--- config.mk ---
export PLATFORM = sky130hd
export DESIGN_NAME = dma_src_seq
export DESIGN_NICKNAME = d
export VERILOG_FILES = /design/src/rtl/dma_src_pkg.sv /design/src/rtl/dma_src_size_sel.sv /design/src/rtl/dma_src_addr_reg.sv /design/src/rtl/dma_src_chan_ctrl.sv /design/src/rtl/dma_src_seq.sv
export SDC_FILE = /design/constraint.sdc
export NUM_CORES = 1
export LEC_CHECK = 0
export CORE_UTILIZATION = 45
export CTS_CLUSTER_SIZE = 30
export DETAILED_ROUTE_END_ITERATION = 12
export HOLD_SLACK_MARGIN = 0.08
export PLACE_DENSITY_LB_ADDON = 0.1
export SYNTH_ARGS = -nofsm -noshare
export SYNTH_HDL_FRONTEND = slang
export SYNTH_HIERARCHICAL = 1
export SYNTH_SLANG_ARGS = --single-unit
--- constraint.sdc ---
create_clock -name clk -period 8.78 [get_ports clk]
set_clock_uncertainty 0.1 [all_clocks]
set_input_delay 1.756 -clock clk [delete_from_list [all_inputs] [get_ports clk]]
set_output_delay 1.756 -clock clk [all_outputs]
set_load 0.05 [all_outputs]
--- src/rtl/dma_src_pkg.sv ---
package dma_src_pkg;

  typedef enum logic [1:0] {
    SZ_BYTE = 2'd0,
    SZ_HALF = 2'd1,
    SZ_WORD = 2'd2,
    SZ_DBL  = 2'd3
  } xfer_size_e;

  typedef enum logic {
    CH_IDLE = 1'b0,
    CH_RUN  = 1'b1
  } ch_state_e;

  localparam int SIZE_W = 2;
  localparam int NUM_SIZES = 4;

endpackage

--- src/rtl/dma_src_size_sel.sv ---
module dma_src_size_sel
  import dma_src_pkg::*;
#(
  parameter int CNT_W = 16
) (
  input  logic [2:0]        addr_lo,
  input  logic [CNT_W-1:0]  remain,
  input  logic [SIZE_W-1:0] max_size,
  output logic [SIZE_W-1:0] size
);

  logic [NUM_SIZES-1:0] fit;

  for (genvar k = 0; k < NUM_SIZES; k++) begin : g_fit
    localparam logic [2:0] LOW_MASK = 3'((1 << k) - 1);
    localparam logic [CNT_W-1:0] NBYTES = CNT_W'(1 << k);
    assign fit[k] = (max_size >= SIZE_W'(k)) &&
                    (remain >= NBYTES) &&
                    ((addr_lo & LOW_MASK) == 3'd0);
  end

  always_comb begin
    size = SZ_BYTE;
    for (int k = 0; k < NUM_SIZES; k++) begin
      if (fit[k]) size = SIZE_W'(k);
    end
  end

endmodule

--- src/rtl/dma_src_addr_reg.sv ---
module dma_src_addr_reg #(
  parameter int ADDR_W = 32
) (
  input  logic                clk,
  input  logic                rst_n,
  input  logic                wr_en,
  input  logic [ADDR_W/8-1:0] wr_be,
  input  logic [ADDR_W-1:0]   wr_data,
  input  logic                adv_en,
  input  logic [3:0]          adv_step,
  output logic [ADDR_W-1:0]   addr_q
);

  localparam int LANES = ADDR_W / 8;

  logic [ADDR_W-1:0] merged;
  logic [ADDR_W-1:0] addr_d;
  logic              addr_en;

  for (genvar l = 0; l < LANES; l++) begin : g_lane
    assign merged[8*l +: 8] = wr_be[l] ? wr_data[8*l +: 8] : addr_q[8*l +: 8];
  end

  always_comb begin
    addr_en = adv_en | wr_en;
    if (adv_en) addr_d = addr_q + ADDR_W'(adv_step);
    else        addr_d = merged;
  end

  always_ff @(posedge clk or negedge rst_n) begin
    if (!rst_n)       addr_q <= '0;
    else if (addr_en) addr_q <= addr_d;
  end

endmodule

--- src/rtl/dma_src_chan_ctrl.sv ---
module dma_src_chan_ctrl
  import dma_src_pkg::*;
#(
  parameter int ADDR_W = 32,
  parameter int CNT_W  = 16
) (
  input  logic              clk,
  input  logic              rst_n,
  input  logic              start,
  input  logic [CNT_W-1:0]  len,
  input  logic [SIZE_W-1:0] cfg_tsize,
  input  logic              cfg_ascend,
  input  logic [ADDR_W-1:0] addr_q,
  input  logic [SIZE_W-1:0] size,
  input  logic              rsp_done,
  input  logic              rsp_err,
  output logic              busy,
  output logic              adv_en,
  output logic [3:0]        adv_step,
  output logic [CNT_W-1:0]  remain,
  output logic [SIZE_W-1:0] tsize_q,
  output logic              xfer_err,
  output logic              cfg_err
);

  ch_state_e         state_q, state_d;
  logic [CNT_W-1:0]  remain_q, remain_d;
  logic [SIZE_W-1:0] tsize_d;
  logic              asc_q, asc_d;
  logic              xerr_q, xerr_d;
  logic              cerr_q, cerr_d;
  logic [CNT_W-1:0]  nbytes;
  logic              misaligned_dbl;

  assign nbytes         = CNT_W'(1) << size;
  assign misaligned_dbl = (cfg_tsize == SZ_DBL) && (addr_q[2:0] != 3'd0);

  always_comb begin
    state_d  = state_q;
    remain_d = remain_q;
    tsize_d  = tsize_q;
    asc_d    = asc_q;
    xerr_d   = xerr_q;
    cerr_d   = cerr_q;
    adv_en   = 1'b0;
    unique case (state_q)
      CH_IDLE: begin
        if (start && (len != '0)) begin
          xerr_d = 1'b0;
          cerr_d = misaligned_dbl;
          if (!misaligned_dbl) begin
            state_d  = CH_RUN;
            remain_d = len;
            tsize_d  = cfg_tsize;
            asc_d    = cfg_ascend;
          end
        end
      end
      CH_RUN: begin
        if (rsp_err) begin
          state_d = CH_IDLE;
          xerr_d  = 1'b1;
        end else if (rsp_done) begin
          remain_d = remain_q - nbytes;
          adv_en   = asc_q;
          if (remain_q == nbytes) state_d = CH_IDLE;
        end
      end
      default: state_d = CH_IDLE;
    endcase
  end

  always_ff @(posedge clk or negedge rst_n) begin
    if (!rst_n) begin
      state_q  <= CH_IDLE;
      remain_q <= '0;
      tsize_q  <= SZ_BYTE;
      asc_q    <= 1'b0;
      xerr_q   <= 1'b0;
      cerr_q   <= 1'b0;
    end else begin
      state_q  <= state_d;
      remain_q <= remain_d;
      tsize_q  <= tsize_d;
      asc_q    <= asc_d;
      xerr_q   <= xerr_d;
      cerr_q   <= cerr_d;
    end
  end

  assign busy     = (state_q == CH_RUN);
  assign remain   = remain_q;
  assign adv_step = 4'(1) << size;
  assign xfer_err = xerr_q;
  assign cfg_err  = cerr_q;

  assert_req_fits_R4: assert property (@(posedge clk) disable iff (!rst_n)
    busy |-> (nbytes <= remain_q) && (size <= tsize_q) &&
             ((addr_q[2:0] & (3'(nbytes) - 3'd1)) == 3'd0));

  assert_err_stops_R7: assert property (@(posedge clk) disable iff (!rst_n)
    busy && rsp_err |=> !busy && xfer_err && $stable(addr_q));

  assert_hold_addr_R5: assert property (@(posedge clk) disable iff (!rst_n)
    busy && rsp_done && !rsp_err && !asc_q |=> $stable(addr_q));

  assert_last_done_R6: assert property (@(posedge clk) disable iff (!rst_n)
    busy && rsp_done && !rsp_err && (remain_q == nbytes) |=> !busy);

  assert_dbl_refused_R8: assert property (@(posedge clk) disable iff (!rst_n)
    !busy && start && (len != '0) && (cfg_tsize == SZ_DBL) && (addr_q[2:0] != 3'd0)
    |=> !busy && cfg_err);

endmodule

--- src/rtl/dma_src_seq.sv ---
module dma_src_seq
  import dma_src_pkg::*;
#(
  parameter int NCH    = 2,
  parameter int ADDR_W = 32,
  parameter int CNT_W  = 16,
  parameter int OFS_W  = 12,
  parameter logic [NCH*OFS_W-1:0] CH_OFS = {12'hE10, 12'hD10}
) (
  input  logic                    clk,
  input  logic                    rst_n,
  input  logic                    host_sel,
  input  logic                    host_we,
  input  logic [OFS_W-1:0]        host_addr,
  input  logic [ADDR_W/8-1:0]     host_be,
  input  logic [ADDR_W-1:0]       host_wdata,
  output logic [ADDR_W-1:0]       host_rdata,
  input  logic [NCH-1:0]          dma_start,
  input  logic [NCH*CNT_W-1:0]    dma_len,
  input  logic [NCH*SIZE_W-1:0]   cfg_tsize,
  input  logic [NCH-1:0]          cfg_ascend,
  output logic [NCH-1:0]          req_valid,
  output logic [NCH*ADDR_W-1:0]   req_addr,
  output logic [NCH*SIZE_W-1:0]   req_size,
  input  logic [NCH-1:0]          rsp_done,
  input  logic [NCH-1:0]          rsp_err,
  output logic [NCH-1:0]          busy,
  output logic [NCH-1:0]          xfer_err,
  output logic [NCH-1:0]          cfg_err
);

  logic [NCH-1:0]        hit;
  logic [NCH*ADDR_W-1:0] addr_all;

  for (genvar c = 0; c < NCH; c++) begin : g_ch
    logic              wr_en;
    logic              adv_en;
    logic [3:0]        adv_step;
    logic [ADDR_W-1:0] addr_q;
    logic [SIZE_W-1:0] size;
    logic [SIZE_W-1:0] tsize_q;
    logic [CNT_W-1:0]  remain;

    assign hit[c] = host_sel && (host_addr == CH_OFS[c*OFS_W +: OFS_W]);
    assign wr_en  = hit[c] && host_we && !busy[c] && !dma_start[c];

    dma_src_addr_reg #(.ADDR_W(ADDR_W)) i_addr (
      .clk      (clk),
      .rst_n    (rst_n),
      .wr_en    (wr_en),
      .wr_be    (host_be),
      .wr_data  (host_wdata),
      .adv_en   (adv_en),
      .adv_step (adv_step),
      .addr_q   (addr_q)
    );

    dma_src_size_sel #(.CNT_W(CNT_W)) i_size (
      .addr_lo  (addr_q[2:0]),
      .remain   (remain),
      .max_size (tsize_q),
      .size     (size)
    );

    dma_src_chan_ctrl #(.ADDR_W(ADDR_W), .CNT_W(CNT_W)) i_ctrl (
      .clk        (clk),
      .rst_n      (rst_n),
      .start      (dma_start[c]),
      .len        (dma_len[c*CNT_W +: CNT_W]),
      .cfg_tsize  (cfg_tsize[c*SIZE_W +: SIZE_W]),
      .cfg_ascend (cfg_ascend[c]),
      .addr_q     (addr_q),
      .size       (size),
      .rsp_done   (rsp_done[c]),
      .rsp_err    (rsp_err[c]),
      .busy       (busy[c]),
      .adv_en     (adv_en),
      .adv_step   (adv_step),
      .remain     (remain),
      .tsize_q    (tsize_q),
      .xfer_err   (xfer_err[c]),
      .cfg_err    (cfg_err[c])
    );

    assign addr_all[c*ADDR_W +: ADDR_W] = addr_q;
    assign req_addr[c*ADDR_W +: ADDR_W] = addr_q;
    assign req_size[c*SIZE_W +: SIZE_W] = size;
    assign req_valid[c]                 = busy[c];

    assert_busy_write_ignored_R9: assert property (@(posedge clk) disable iff (!rst_n)
      busy[c] && hit[c] && host_we && !rsp_done[c] |=> $stable(addr_q));
  end

  always_comb begin
    host_rdata = '0;
    for (int c = 0; c < NCH; c++) begin
      if (hit[c]) host_rdata = addr_all[c*ADDR_W +: ADDR_W];
    end
  end

  assert_one_decode_R2: assert property (@(posedge clk) disable iff (!rst_n)
    $onehot0(hit));

endmodule

Word level (Yosys, flattened, before mapping)
Index checks and enable logic that the tools add are counted.
{ "classes": {"muxes": 48, "n_bitwise": 6, "n_reduce_logical": 62, "magnitude_cmp": 12, "n_eq_ne": 16, "add_sub_neg": 4, "shift": 4} }
{ "ops": {"columns": ["operator", "count"], "rows": [
  ["$mux W16", 8],
  ["$mux W32", 4],
  ["$add A32 B4 Y32", 2],
  ["$pmux W16 S2", 2],
  ["$eq A16 B16 Y1", 2],
  ["$ge A16 B2 Y1 const B", 2],
  ["$ge A16 B3 Y1 const B", 2],
  ["$ge A16 B4 Y1 const B", 2],
  ["$mux W8", 4],
  ["$reduce_bool A16 Y1", 2],
  ["$shl A1 B2 Y16 const A", 2],
  ["$sub A16 B16 Y16", 2],
  ["$eq A12 B12 Y1 const B", 2],
  ["$logic_and A1 B1 Y1", 24],
  ["$reduce_and A2 Y1", 12],
  ["$mux W1", 22],
  ["$logic_not A3 Y1", 6],
  ["$ne A2 B2 Y1 const B", 8],
  ["$reduce_bool A2 Y1", 8],
  ["$ge A2 B2 Y1 const B", 4],
  ["$mux W2", 4],
  ["$pmux W1 S2", 4],
  ["$reduce_and A4 Y1", 2],
  ["$shl A1 B2 Y4 const A", 2],
  ["other kinds (8)", 20]
]} }
{ "totals": {"elab_cells": 172, "ff_bits": 108} }

Longest topological paths before layout
{ "depth": {"depth_word": 12, "ltp_mapped": 13, "depth_no_buf": 13} }

By module
The synthesis kept the hierarchy.
{ "modules_own_cells": {"columns": ["module", "cells_per_inst", "n_inst", "area_per_inst_um2"], "rows": [
  ["dma_src_addr_reg (g_ch[0].i_addr)", 249, 1, 2173.3],
  ["dma_src_addr_reg (g_ch[1].i_addr)", 239, 1, 2118.3],
  ["dma_src_chan_ctrl (g_ch[0].i_ctrl)", 164, 1, 1541.5],
  ["dma_src_chan_ctrl (g_ch[1].i_ctrl)", 165, 1, 1461.4],
  ["dma_src_seq", 131, 1, 1173.6],
  ["dma_src_size_sel", 12, 2, 78.8]
]} }

Worst setup path after synthesis
Ideal clock, no wire load.
{ "synth_timing": {"path_type": "input to output", "startpoint": "input port host_addr[7]", "endpoint": "output port host_rdata[0]", "arrival_ns": 4.880, "path_buffers": 1, "required_time_ns": 6.924, "slack_ns": 2.044, "stages": 3, "path_cell_list": "or4_1 > buf_6 > a2111oi_0"} }
{ "synth_via": {"elab_chain_len": 4, "elab_cells_between_ends": 6} }
{ "synth_lines": {"columns": ["element", "line", "source"], "rows": [
  ["start: declaration", "dma_src_seq.sv:14", "input logic [OFS_W-1:0] host_addr,"],
  ["$eq A12 B12 Y1", "dma_src_seq.sv:44", "assign hit[c] = host_sel && (host_addr == CH_OFS[c*OFS_W +: OFS_W]);"],
  ["$logic_and A1 B1 Y1", "dma_src_seq.sv:44", null],
  ["$mux W32", "dma_src_seq.sv:97", "if (hit[c]) host_rdata = addr_all[c*ADDR_W +: ADDR_W];"],
  ["$mux W32 (*)", "dma_src_seq.sv:97", null],
  ["end: declaration", "dma_src_seq.sv:17", "output logic [ADDR_W-1:0] host_rdata,"]
]} }
Every way passes the cells marked *; elsewhere a longest branch is shown, timed or not.

Worst setup path after layout
{ "layout_timing": {"startpoint": "input port host_addr[7]", "endpoint": "output port host_rdata[31]"} }
Same word-level chain as after synthesis.

==> impl_metrics.json <==
{
  "yosys_warnings": 6,
  "first_pass_iters": 6,
  "post_cts_buffers": 0,
  "combPwrFrac_pct": 56.0,
  "grt_antenna_before_repair": 0,
  "synth_cell_types": 98,
  "viasPerCell": 6.38,
  "max_slew_margin_pct": 21.9,
  "max_freq_ghz": 0.151,
  "period_needed_ns": 6.61,
  "cts_tree": "built",
  "grt_max_degree": 69,
  "cp_slowest_cell": "or4_2",
  "drc": 0,
  "synth_async_sr_flop_share_pct": 100,
  "cts_buffers": 9,
  "whs_ns": 0.371,
  "antenna_cells": 0,
  "cts_root_buf": "clkbuf_16",
  "critPathArrivalTime_ns": 4.76,
  "dp_hpwl_um": 22300,
  "gp_congestion": 0.910,
  "synth_cells": 972,
  "path_max_fanout": 34,
  "insertion_delay_ns": 0.36,
  "cp-end-kind": "primary output",
  "synth_nets": 1088,
  "fin_tns_setup_ns": 0,
  "pre_cts_ws_ns": 2.19,
  "hold_viol": 0,
  "final_common_cell": "clkdlybuf4s50_1",
  "synthFlopType": "dfrtp_1",
  "clk_pin_slew_ns": 0.07,
  "p_int_w": 0.00161,
  "critPathKind": "in -> out",
  "p_clk_share_pct": 12.8,
  "finalWorstSetupSlack_ns": 2.17,
  "h-tree-depth": 3,
  "regArea_um2": 2700,
  "synth_top_cell_area_share_pct": 31.3,
  "status": "finished, final reports clean",
  "p_leak_nw": 4.03,
  "yosysTopAreaCell": "dfrtp_1",
  "chipHeight_um": 140,
  "first_global_vias": 7951,
  "wire_per_inst_um": 21.6,
  "fin_area_um2": 11000,
  "cp_cell_sequence": "clkdlybuf4s50_1 > or4_2 > a2111oi_0 > clkdlybuf4s50_1",
  "layout_common_cells": "200 x clkdlybuf4s50_1, 108 x dfrtp_1, 79 x nor2_1, 69 x nand2_1, 65 x nand3b_1",
  "synth_edf_count": 0,
  "startpoint_type": "input pin",
  "ctsResizeCount": 0,
  "syn_area_um2": 8630,
  "coreArea_um2": 18800,
  "first_iter_violations": 796,
  "min_path_type": "reg -> reg",
  "cpPeakStageDelay_ns": 1.14,
  "finalMaxSlewViolations": 0,
  "ctsHoldBuffers": 0,
  "dieArea_um2": 19700,
  "grt_pass1_wl_um": 45800,
  "postLayoutCoreUtil_pct": 58.4,
  "power.share.switching_pct": 51.5,
  "grt_overflow_total": 0,
  "avgSynthCellArea_um2": 8.87,
  "drt_wl_total_um": 29600,
  "p_seq_share_pct": 31.2,
  "fin_crit_sh_pct": 75.3,
  "tightest_slew_ns": 1.17,
  "drive_gt1_share_pct": 10.8,
  "power_switching_w": 0.00171,
  "ir_drop_uv": 308,
  "io_pins": 204,
  "cp_common_cell": "clkdlybuf4s50_1",
  "drv_cap": 0,
  "powerDensity_nw_per_um2": 304,
  "grt_usage_pct": 30.1,
  "cts.sinks": 108,
  "initial_core_util_pct": 46.0,
  "placed_cell_area_um2": 10700,
  "synth_area_leaders": "dfrtp_1 31%, nand3b_1 5.7%, a2111oi_2 4.5%, nor2_1 3.4%, a21oi_1 3.3%",
  "multi_input_area_um2": 5500,
  "rows": 50,
  "area_growth_pct": 27.1,
  "die_w_um": 140,
  "rsz0062_at_grt": "no",
  "final_nets": 1245,
  "vias": 8722,
  "setup_viol": 0,
  "ys_seq_area_share_pct": 31.3,
  "portBuffers": 203,
  "cts.path.max_buffers": 2,
  "critPathRequiredTime_ns": 6.92,
  "drtAntennaViolNets": 0,
  "ys_seq_elements": 108,
  "fillCellCount": 1695
}
flip-flops by register name (all words and copies together), names as in the netlist:
signal,count
g_ch.i_ctrl/cfg_err,2
g_ch.i_ctrl/busy,2
g_ch.i_ctrl/tsize_q,4
g_ch.i_ctrl/asc_q,2
g_ch.i_addr/addr_q,64
g_ch.i_ctrl/xfer_err,2
g_ch.i_ctrl/remain,32
power by group through the flow:
stage	clock [W]	combinational (W)	sequential (W)
2_1_floorplan	0	0.00101	0.00127
3_3_place_gp	0	0.00183	0.00103
3_5_place_dp	0	0.00185	0.00104
4_1_cts	0.000435	0.00186	0.00103
5_1_grt	0.000452	0.00202	0.00107
6_report	0.000425	0.00186	0.00104
final cells by class:
class,count,area share (%)
Sequential cell,108,24.7
Clock buffer,12,2.25
Tap cell,234,2.67
Clock inverter,4,0.445
Timing Repair Buffer,208,18.8
Multi-Input combinational cell,773,50.2
Inverter,29,0.993
critical path, delay by kind of cell:
kind / cells / cell delay (ns)
buf+inv: 2 / 1.29
compound gates: 1 / 0.54
simple gates: 1 / 1.14
logic make-up (layout without fill, tap and decap cells):
kind of cell	count (synthesis)	count (layout)	share of synthesized area, %
AOI/OAI and AO/OA	272	272	25.7
xor gates and xnor gates	10	10	1.02
adders and majority gates	20	20	3.25
buffers and inverters	91	253	5.02
DFF	108	108	31.3
muxes	19	19	2.26
and+or+nand+nor	452	452	31.4
routing by layer:
metal / GRT usage [%] / routed length, um / up-vias
met2: 44.2 / 12900 / 350
met5: 0 / 0 / -
met3: 5.95 / 2220 / 29
li1: - / - / 4111
met1: 44.5 / 13800 / 4232
met4: 8.30 / 587 / 0
per-stage QoR:
step / instances / total power (W)
6_report: 1368 / 0.00333
5_1_grt: 1368 / 0.00354
4_1_cts: 1368 / 0.00332
3_5_place_dp: 1352 / 0.00288
3_3_place_gp: 1352 / 0.00287
2_1_floorplan: 972 / 0.00228
cell usage after synthesis (all sizes together) (9+ instances only):
master and instances:
o32ai 9, a21oi 58, ha 16, nor2b 9, a311oi 18, and2 11, dfrtp 108, and3 20
buf 26, and4 21, nor2 81, o21ai 26, nor3 51, nand3b 65, a2111oi 32, or3 9
nand3 33, nor4 21, o22ai 16, mux2i 15, nand2 71, clkbuf 36, a211oi 28, inv 29
nand4 27
path summary, 6_finish.rpt:
kind                                           from                   endpoint  slack (ns)  depth (start not counted)
max                                    host_addr[7]             host_rdata[31]        2.17                          4
min                            g_ch[0].i_ctrl/asc_q       g_ch[0].i_ctrl/asc_q        0.37                          2
max reg2reg                g_ch[1].i_ctrl/remain[8]   g_ch[1].i_addr/addr_q[9]        4.66                         12
min reg2reg                    g_ch[0].i_ctrl/asc_q       g_ch[0].i_ctrl/asc_q        0.37                          2
max in group asynchronous                     rst_n  g_ch[0].i_addr/addr_q[23]        5.97                          2
min in group asynchronous                     rst_n   g_ch[1].i_ctrl/remain[6]        1.28                          1
(Power assumes the default switching activity.)
